===== config.mk =====
export PLATFORM = sky130hd
export DESIGN_NAME = sfc_frame_composer
export DESIGN_NICKNAME = d
export VERILOG_FILES = /design/src/rtl/sfc_pkg.sv /design/src/rtl/sfc_line_timer.sv /design/src/rtl/sfc_byte_former.sv /design/src/rtl/sfc_frame_composer.sv
export SDC_FILE = /design/constraint.sdc
export NUM_CORES = 1
export LEC_CHECK = 0
export BUFFER_PORTS_ARGS = -buffer_cell sky130_fd_sc_hd__buf_2
export CORE_MARGIN = 8
export CORE_UTILIZATION = 39
export CTS_BUF_LIST = sky130_fd_sc_hd__clkbuf_16
export DETAILED_ROUTE_END_ITERATION = 10
export GPL_TIMING_DRIVEN = 0
export PLACE_DENSITY = 0.72
export SETUP_SLACK_MARGIN = 0.4
export SLEW_MARGIN = 25
export SYNTH_ARGS = -nofsm -noshare
export SYNTH_HDL_FRONTEND = slang
export SYNTH_SLANG_ARGS = --single-unit

===== constraint.sdc =====
create_clock -name clk_i -period 6 [get_ports clk_i]
set_clock_uncertainty 0.05 [all_clocks]
set_input_delay 0.3 -clock clk_i [delete_from_list [all_inputs] [get_ports clk_i]]
set_output_delay 0.3 -clock clk_i [all_outputs]
set_load 0.02 [all_outputs]

===== src/rtl/sfc_pkg.sv =====
package sfc_pkg;
  localparam int VS_BIT = 7;
  localparam int HS_BIT = 6;
  function automatic int safe_clog2(int n);
    return (n > 1) ? $clog2(n) : 1;
  endfunction
endpackage


===== src/rtl/sfc_line_timer.sv =====
module sfc_line_timer #(
  parameter int H_TOTAL = 800,
  parameter int V_TOTAL = 525,
  parameter int TAIL    = 2,
  localparam int HW = sfc_pkg::safe_clog2(H_TOTAL),
  localparam int VW = sfc_pkg::safe_clog2(V_TOTAL),
  localparam int TW = sfc_pkg::safe_clog2(TAIL)
) (
  input  logic          clk_i,
  input  logic          rst_ni,
  input  logic          clear_i,
  input  logic          step_i,
  output logic [HW-1:0] h_o,
  output logic [VW-1:0] v_o,
  output logic          tail_o,
  output logic          last_o
);
  logic [HW-1:0] h_q;
  logic [VW-1:0] v_q;
  logic [TW-1:0] t_q;
  logic          tail_q;

  always_ff @(posedge clk_i or negedge rst_ni) begin
    if (!rst_ni) begin
      h_q    <= '0;
      v_q    <= '0;
      t_q    <= '0;
      tail_q <= 1'b0;
    end else if (clear_i) begin
      h_q    <= '0;
      v_q    <= '0;
      t_q    <= '0;
      tail_q <= 1'b0;
    end else if (step_i) begin
      if (tail_q) begin
        t_q <= t_q + 1'b1;
      end else if (h_q == HW'(H_TOTAL - 1)) begin
        h_q <= '0;
        if (v_q == VW'(V_TOTAL - 1)) tail_q <= 1'b1;
        else                         v_q <= v_q + 1'b1;
      end else begin
        h_q <= h_q + 1'b1;
      end
    end
  end

  assign h_o    = h_q;
  assign v_o    = v_q;
  assign tail_o = tail_q;
  assign last_o = tail_q && (t_q == TW'(TAIL - 1));
endmodule


===== src/rtl/sfc_byte_former.sv =====
module sfc_byte_former #(
  parameter int H_FP    = 16,
  parameter int H_SYNC  = 96,
  parameter int H_BP    = 48,
  parameter int H_TOTAL = 800,
  parameter int V_BP    = 33,
  parameter int V_VIS   = 480,
  parameter int V_FP    = 10,
  parameter int V_TOTAL = 525,
  parameter int COLOR_W = 6,
  parameter int ROW_W   = 9,
  parameter int COL_W   = 10,
  localparam int HW = sfc_pkg::safe_clog2(H_TOTAL),
  localparam int VW = sfc_pkg::safe_clog2(V_TOTAL),
  localparam int H_BLANK = H_FP + H_SYNC + H_BP,
  localparam int V_SYNC0 = V_BP + V_VIS + V_FP
) (
  input  logic [HW-1:0]        h_i,
  input  logic [VW-1:0]        v_i,
  input  logic                 tail_i,
  input  logic [COLOR_W-1:0]   color_i,
  output logic                 vis_o,
  output logic [ROW_W-1:0]     row_o,
  output logic [COL_W-1:0]     col_o,
  output logic [COLOR_W+1:0]   byte_o
);
  logic hs_n, vs_n, vis_line;

  assign vis_line = (v_i >= VW'(V_BP)) && (v_i < VW'(V_BP + V_VIS));
  assign vis_o    = !tail_i && vis_line && (h_i >= HW'(H_BLANK));
  assign hs_n     = tail_i || !((h_i >= HW'(H_FP)) && (h_i < HW'(H_FP + H_SYNC)));
  assign vs_n     = tail_i || (v_i < VW'(V_SYNC0));
  assign row_o    = ROW_W'(v_i - VW'(V_BP));
  assign col_o    = COL_W'(h_i - HW'(H_BLANK));

  always_comb begin
    byte_o = '0;
    byte_o[sfc_pkg::VS_BIT] = vs_n;
    byte_o[sfc_pkg::HS_BIT] = hs_n;
    byte_o[COLOR_W-1:0]     = vis_o ? color_i : '0;
  end
endmodule


===== src/rtl/sfc_frame_composer.sv =====
module sfc_frame_composer #(
  parameter int H_FP    = 16,
  parameter int H_SYNC  = 96,
  parameter int H_BP    = 48,
  parameter int H_VIS   = 640,
  parameter int V_BP    = 33,
  parameter int V_VIS   = 480,
  parameter int V_FP    = 10,
  parameter int V_SYNC  = 2,
  parameter int TAIL    = 2,
  parameter int COLOR_W = 6,
  localparam int H_TOTAL = H_FP + H_SYNC + H_BP + H_VIS,
  localparam int V_TOTAL = V_BP + V_VIS + V_FP + V_SYNC,
  localparam int ROW_W = sfc_pkg::safe_clog2(V_VIS),
  localparam int COL_W = sfc_pkg::safe_clog2(H_VIS),
  localparam int BYTE_W = COLOR_W + 2,
  localparam int HW = sfc_pkg::safe_clog2(H_TOTAL),
  localparam int VW = sfc_pkg::safe_clog2(V_TOTAL)
) (
  input  logic               clk_i,
  input  logic               rst_ni,
  input  logic               start_i,
  output logic               pix_req_o,
  output logic [ROW_W-1:0]   pix_row_o,
  output logic [COL_W-1:0]   pix_col_o,
  input  logic               pix_ready_i,
  input  logic [COLOR_W-1:0] pix_color_i,
  output logic               out_valid_o,
  input  logic               out_ready_i,
  output logic [BYTE_W-1:0]  out_byte_o,
  output logic               done_o
);
  logic          run_q, done_q, fire, last, vis, tail, clear;
  logic [HW-1:0] h;
  logic [VW-1:0] v;

  assign clear       = !run_q && start_i;
  assign out_valid_o = run_q && (!vis || pix_ready_i);
  assign fire        = out_valid_o && out_ready_i;
  assign pix_req_o   = run_q && vis;
  assign done_o      = done_q;

  sfc_line_timer #(.H_TOTAL(H_TOTAL), .V_TOTAL(V_TOTAL), .TAIL(TAIL)) u_timer (
    .clk_i, .rst_ni, .clear_i(clear), .step_i(fire),
    .h_o(h), .v_o(v), .tail_o(tail), .last_o(last)
  );

  sfc_byte_former #(
    .H_FP(H_FP), .H_SYNC(H_SYNC), .H_BP(H_BP), .H_TOTAL(H_TOTAL),
    .V_BP(V_BP), .V_VIS(V_VIS), .V_FP(V_FP), .V_TOTAL(V_TOTAL),
    .COLOR_W(COLOR_W), .ROW_W(ROW_W), .COL_W(COL_W)
  ) u_former (
    .h_i(h), .v_i(v), .tail_i(tail), .color_i(pix_color_i),
    .vis_o(vis), .row_o(pix_row_o), .col_o(pix_col_o), .byte_o(out_byte_o)
  );

  // start is only sampled while idle
  always_ff @(posedge clk_i or negedge rst_ni) begin
    if (!rst_ni) begin
      run_q  <= 1'b0;
      done_q <= 1'b0;
    end else begin
      done_q <= fire && last;
      if (clear)              run_q <= 1'b1;
      else if (fire && last)  run_q <= 1'b0;
    end
  end
endmodule


Word level (Yosys, flattened, before mapping)
Cells that the tools add are included.
- input bits: 11
- output and inout bits: 30
- flip-flop bits (word level): 24
- bits in latches: 0
- RAM bits: 0
- bits in read-only memories: 0
- memories kept: 0
- logic and storage cells: 65
- equality and inequality tests: 4
- reduce and logical (&&, ||, !) cells: 24
- add/sub/neg operators: 5
- divide/modulo/power cells: 0
- shift-type cells: 0
- multipliers: 0
- order comparisons: 6
- mux-type cells: 20
- bitwise logic cells: 0
- operators with widths (kind ; count):
    $mux 10 ; 9
    $add 10x1->10 const B ; 2
    $eq 10x10->1 const B ; 2
    $lt 10x10->1 const B ; 2
    $ge 10x5->1 const B ; 1
    $ge 10x6->1 const B ; 1
    $ge 10x8->1 const B ; 1
    $logic_and 1x1->1 ; 10
    $lt 10x7->1 const B ; 1
    $mux 1 ; 10
    $sub 10x8->10 const B ; 1
    $sub 9x6->9 const B ; 1
    $reduce_bool 2->1 ; 4
    $mux 6 ; 1
    $logic_not 1->1 ; 4
    $ne 2x2->1 const B ; 2
    $reduce_and 2->1 ; 2
    $reduce_and 4->1 ; 1
    $logic_or 1x1->1 ; 3
    $add 1x1->1 const B ; 1

Depth between registers and ports, before layout
- depth in word-level cells: 11
- depth in mapped cells: 10
- mapped depth without buffers: 8

By module
From an unflattened synthesis, not the netlist that was laid out.
- cells, all modules: 215
- area, all modules: 1971.9 um^2
- by module, submodules not included (module ; cells each ; area each (um^2) ; instances ; sequential area each (um^2)):
    sfc_line_timer ; 136 ; 1361.3 ; 1 ; 550.5
    sfc_byte_former ; 69 ; 486.7 ; 1 ; 0.0
    sfc_frame_composer ; 10 ; 123.9 ; 1 ; 50.0

Worst setup path after synthesis
No wires, ideal clock.
- path type: flip-flop to flip-flop
- from: reg u_timer.v_q[0] (netlist: u_timer.v_o[0])
- to: reg u_timer.v_q[8] (netlist: u_timer.v_o[8])
- cell stages (with the launch flop): 10
- period minus slack after synthesis: 2473 ps
- setup time: 78 ps
- arrival: 2345 ps
- path buffers: 1
- slack: 3527 ps
- cell sequence: dfrtp_1 -> inv_1 -> ha_1 -> nor4b_2 -> a211oi_1 -> o211ai_4 -> a31oi_1 -> buf_2 -> or4_1 -> a21oi_1
- cells in the longest elaborated chain, start to end: 10
- RTL lines (item ; RTL line ; text):
    start: declaration ; sfc_line_timer.sv:19 ; logic [VW-1:0] v_q;
    start signal: assignment ; sfc_line_timer.sv:40 ; else v_q <= v_q + 1'b1;
    $ge 10x6->1 or $lt 10x10->1 (tied branches) ; sfc_byte_former.sv:29 ; assign vis_line = (v_i >= VW'(V_BP)) && (v_i < VW'(V_BP + V_VIS));
    $logic_and 1x1->1 ; sfc_byte_former.sv:29 ;
    $logic_and 1x1->1 (2 in a row) ; sfc_byte_former.sv:30 ; assign vis_o = !tail_i && vis_line && (h_i >= HW'(H_BLANK));
    $logic_not 1->1 ; sfc_frame_composer.sv:38 ; assign out_valid_o = run_q && (!vis || pix_ready_i);
    $logic_or 1x1->1 ; sfc_frame_composer.sv:38 ;
    $logic_and 1x1->1 ; sfc_frame_composer.sv:38 ;
    $logic_and 1x1->1 ; sfc_frame_composer.sv:39 ; assign fire = out_valid_o && out_ready_i;
    $reduce_bool 2->1 (no line) ; -- ;
    $reduce_and 4->1 (no line) ; -- ;
Parallel ways exist; a longest one is shown, timed or not. The select of a mux whose other input is x is not followed.
A chain may end at the register's enable or synchronous reset.

Worst setup path in the final report
- from: reg u_timer.v_q[0] (netlist: u_timer.v_o[0])
- to: out out_byte_o[4]
- cells in the longest elaborated chain, start to end: 5
- RTL lines (item ; RTL line ; text):
    $ge 10x6->1 or $lt 10x10->1 (tied branches) ; sfc_byte_former.sv:29 ;
    $logic_and 1x1->1 * ; sfc_byte_former.sv:29 ;
    $logic_and 1x1->1 * (2 in a row) ; sfc_byte_former.sv:30 ;
    $mux 6 * ; sfc_byte_former.sv:40 ; byte_o[COLOR_W-1:0] = vis_o ? color_i : '0;
    end: declaration ; sfc_frame_composer.sv:30 ; output logic [BYTE_W-1:0] out_byte_o,
Every way passes the cells marked *; elsewhere a longest branch is shown, timed or not.

==> flow_summary_export.csv <==
group,metric,value,unit
floorplanning,initial_utilization,39.9,%
logic_synthesis,synth-simple-area-share,27.4,%
floorplanning,core_area,4320,um^2
logic_synthesis,ys.flop_type,"dfrtp_1",
logic_synthesis,synth_compound_area_share,18.0,%
finish,drive_gt1_share,25.4,%
placed_design,finalWeightedCongestion,0.799,
run,maxCapViolCount,0,
worst_setup_path,crit_start,"u_timer.v_o[0]$_DFFE_PN0P_",
finish,syn_to_final_growth,22.0,%
floorplanning,dieWidth,82.5,um
placed_design,place_ws,3380,ps
finish,stdcell_count,308,
logic_synthesis,synthArstFlopShare,100,%
timing,hold_viol,0,
floorplanning,rows,24,
timing,maxSlewViolCount,0,
timing,fmax,0.357,GHz
clock_tree,cts.sinks,24,
placed_design,placedCellCount,303,
worst_hold_path,hold_start,"start_i",
timing,rsz0062_at_grt,"false",
clock_tree,cts_hold_buf,1,
clock_tree,clkTransAtPathRegs,60,ps
grt,grt_usage,12.2,%
logic_synthesis,yosys.area.top_type,"dfrtp_1",
clock_tree,cts_tree,"built",
worst_setup_path,cp.arrival,2450,ps
worst_setup_path,start_kind,"register",
clock_tree,cts_setup_buffers,0,
timing,worstMarginPinSlew,543,ps
placed_design,io_buffers,40,
worst_setup_path,required,5650,ps
drt,detail_route.wl_per_cell,13.1,um
worst_setup_path,path_class,"register to primary output",
timing,fin_ws,3200,ps
logic_synthesis,synth_area_leaders,"dfrtp_1 (35%), o21ai_0 (5.5%), nand2_1 (5.4%)",
logic_synthesis,yosys.area.top_type_share,34.8,%
finish,antenna_cells,0,
finish,most-common-layout-cells,"buf_2 (45), nand2_1 (25), dfrtp_1 (24)",
worst_setup_path,cp_max_fo,7,
grt,grt_pass1_wl,6.64,mm
finish,layout_commonest_cell,"buf_2",
drt,drtIter0Drc,162,
logic_synthesis,synthAdderAreaFrac,5.07,%
placed_design,dp_hpwl,2.97,mm
clock_tree,clock_latency,260,ps
timing,setup_violations,0,
outcome,status,"finished, final reports clean",
worst_setup_path,r2r_start,"u_timer.v_o[0]$_DFFE_PN0P_",
logic_synthesis,synth_mux_area_share,0,%
logic_synthesis,syn_inst,211,
clock_tree,root_buffer,"clkbuf_16",
grt,first_global_vias,1523,
worst_setup_path,end_kind,"primary output",
logic_synthesis,synth_xor_area_share,5.07,%
logic_synthesis,synth_seq_cells,24,
logic_synthesis,yosys_warnings,0,
drt,viasPerCell,5.25,
power,ir_drop,0.000130,V
power,p_leak,0.990,nW
grt,grt_max_degree,25,
drt,dr.pass1.iters,4,
clock_tree,numCtsBuffers,3,
logic_synthesis,yosysSeqAreaShare,34.8,%
clock_tree,cts-resized-gates,0,
floorplanning,die_area,6810,um^2
timing,slew_headroom,63.8,%
logic_synthesis,synth_edf_count,0,
finish,multiInputGateArea,958,um^2
grt,antenna_found_initial,0,
logic_synthesis,avgSynthCellArea,8.18,um^2
finish,layout.nets,275,
timing,fin_crit_sh,46.7,%
clock_tree,htree_levels,1,
power,power.density,279,nW/um^2
logic_synthesis,syn_area,1730,um^2
grt,grt-ovfl-total,0,
drt,routed_wl,4.03,mm
floorplanning,boundaryPins,41,
finish,ff_latch_area,601,um^2
timing,fin_crit,2800,ps
worst_hold_path,min_path_type,"input pin to register",
logic_synthesis,synth_top_family_by_area,"simple AND/OR/NAND/NOR gates",
drt,drc,0,
logic_synthesis,synth_nets,229,
logic_synthesis,synth_cell_types,38,
drt,ant_nets,0,
clock_tree,clockBufferDepth,2,
finish,n_fill_cell,435,
timing,tns,0,ps
drt,num_vias,1616,
floorplanning,die_y,82.5,um
[power breakdown]
| part | switching (mW) | internal (mW) |
|---|---|---|
| clock | 0.0570 | 0.133 |
| combinational | 0.107 | 0.0814 |
| sequential | 0.0284 | 0.182 |
[cells in the mapped netlist, types with 3 or more instances]
cell type,instances
a21oi_1,11
and2_1,7
and3_1,5
buf_2,5
buf_4,9
clkbuf_1,5
dfrtp_1,24
ha_1,7
inv_1,12
nand2_1,25
nand3_1,7
nand4_1,4
nor2_1,15
nor3_1,4
o21a_1,3
o21ai_0,19
o31ai_1,7
or3_1,6
or4_1,4
xor2_1,9
[worst paths after layout]
check / end / slack [ps] / depth (start not counted)
min in group asynchronous: u_timer.v_o[1]$_DFFE_PN0P_ / 510 / 2
worst max-delay path: out_byte_o[4] / 3200 / 8
worst max register to register: u_timer.v_o[8]$_DFFE_PN0P_ / 3360 / 9
worst min register to register: u_timer.h_o[3]$_DFFE_PN0P_ / 490 / 1
max in group asynchronous: u_timer.h_o[9]$_DFFE_PN0P_ / 5030 / 2
worst min-delay path: run_q$_DFFE_PN0P_ / 300 / 3
[routing by layer]
metal	global-route usage (%)	part of all wire [%]
met1	14.9	45
met2	21.0	46
met3	1.84	6.7
met4	4.83	1.9
met5	0	0
[metrics by stage]
stage	area, um^2	utilization (%)	power (mW)	hold slack (ps)
5_1_grt	2110	48.7	0.624	324
6_report	2110	48.7	0.589	304
3_5_place_dp	1990	46.1	0.403	265
2_1_floorplan	1730	-	0.344	-45.6
4_1_cts	2110	48.7	0.594	307
3_3_place_gp	1990	46.1	0.401	265
[registers in the layout (all words and copies together) (netlist names)]
| name | flops |
|---|---|
| done_o | 1 |
| u_timer.h_o | 10 |
| u_timer.t_q | 1 |
| u_timer.tail_o | 1 |
| run_q | 1 |
| u_timer.v_o | 10 |
[kinds of logic after synthesis]
kind of cell | after synthesis
AND/OR/NAND/NOR | 89
AO/OA/AOI/OAI | 49
buffers and inverters | 32
flip-flops | 24
XOR/XNOR | 10
adder cells (fa/ha/maj) | 7
[cell type report]
type,count,area share (%)
Timing Repair Buffer,41,9.98
Clock inverter,1,1.43
Tap cell,52,3.09
Buffer,20,5.82
Inverter,12,2.14
Multi-Input combinational cell,155,45.5
Sequential cell,24,28.5
Clock buffer,3,3.56
[worst max-delay path, stage by stage (launching register included)]
cell and delay, ps:
dfrtp_1 450, inv_1 120, ha_1 270, nor4b_2 190
a211oi_1 390, o21ai_0 190, nor2_1 260, and2_1 170
buf_2 160
Power figures use the tool's default switching activity.
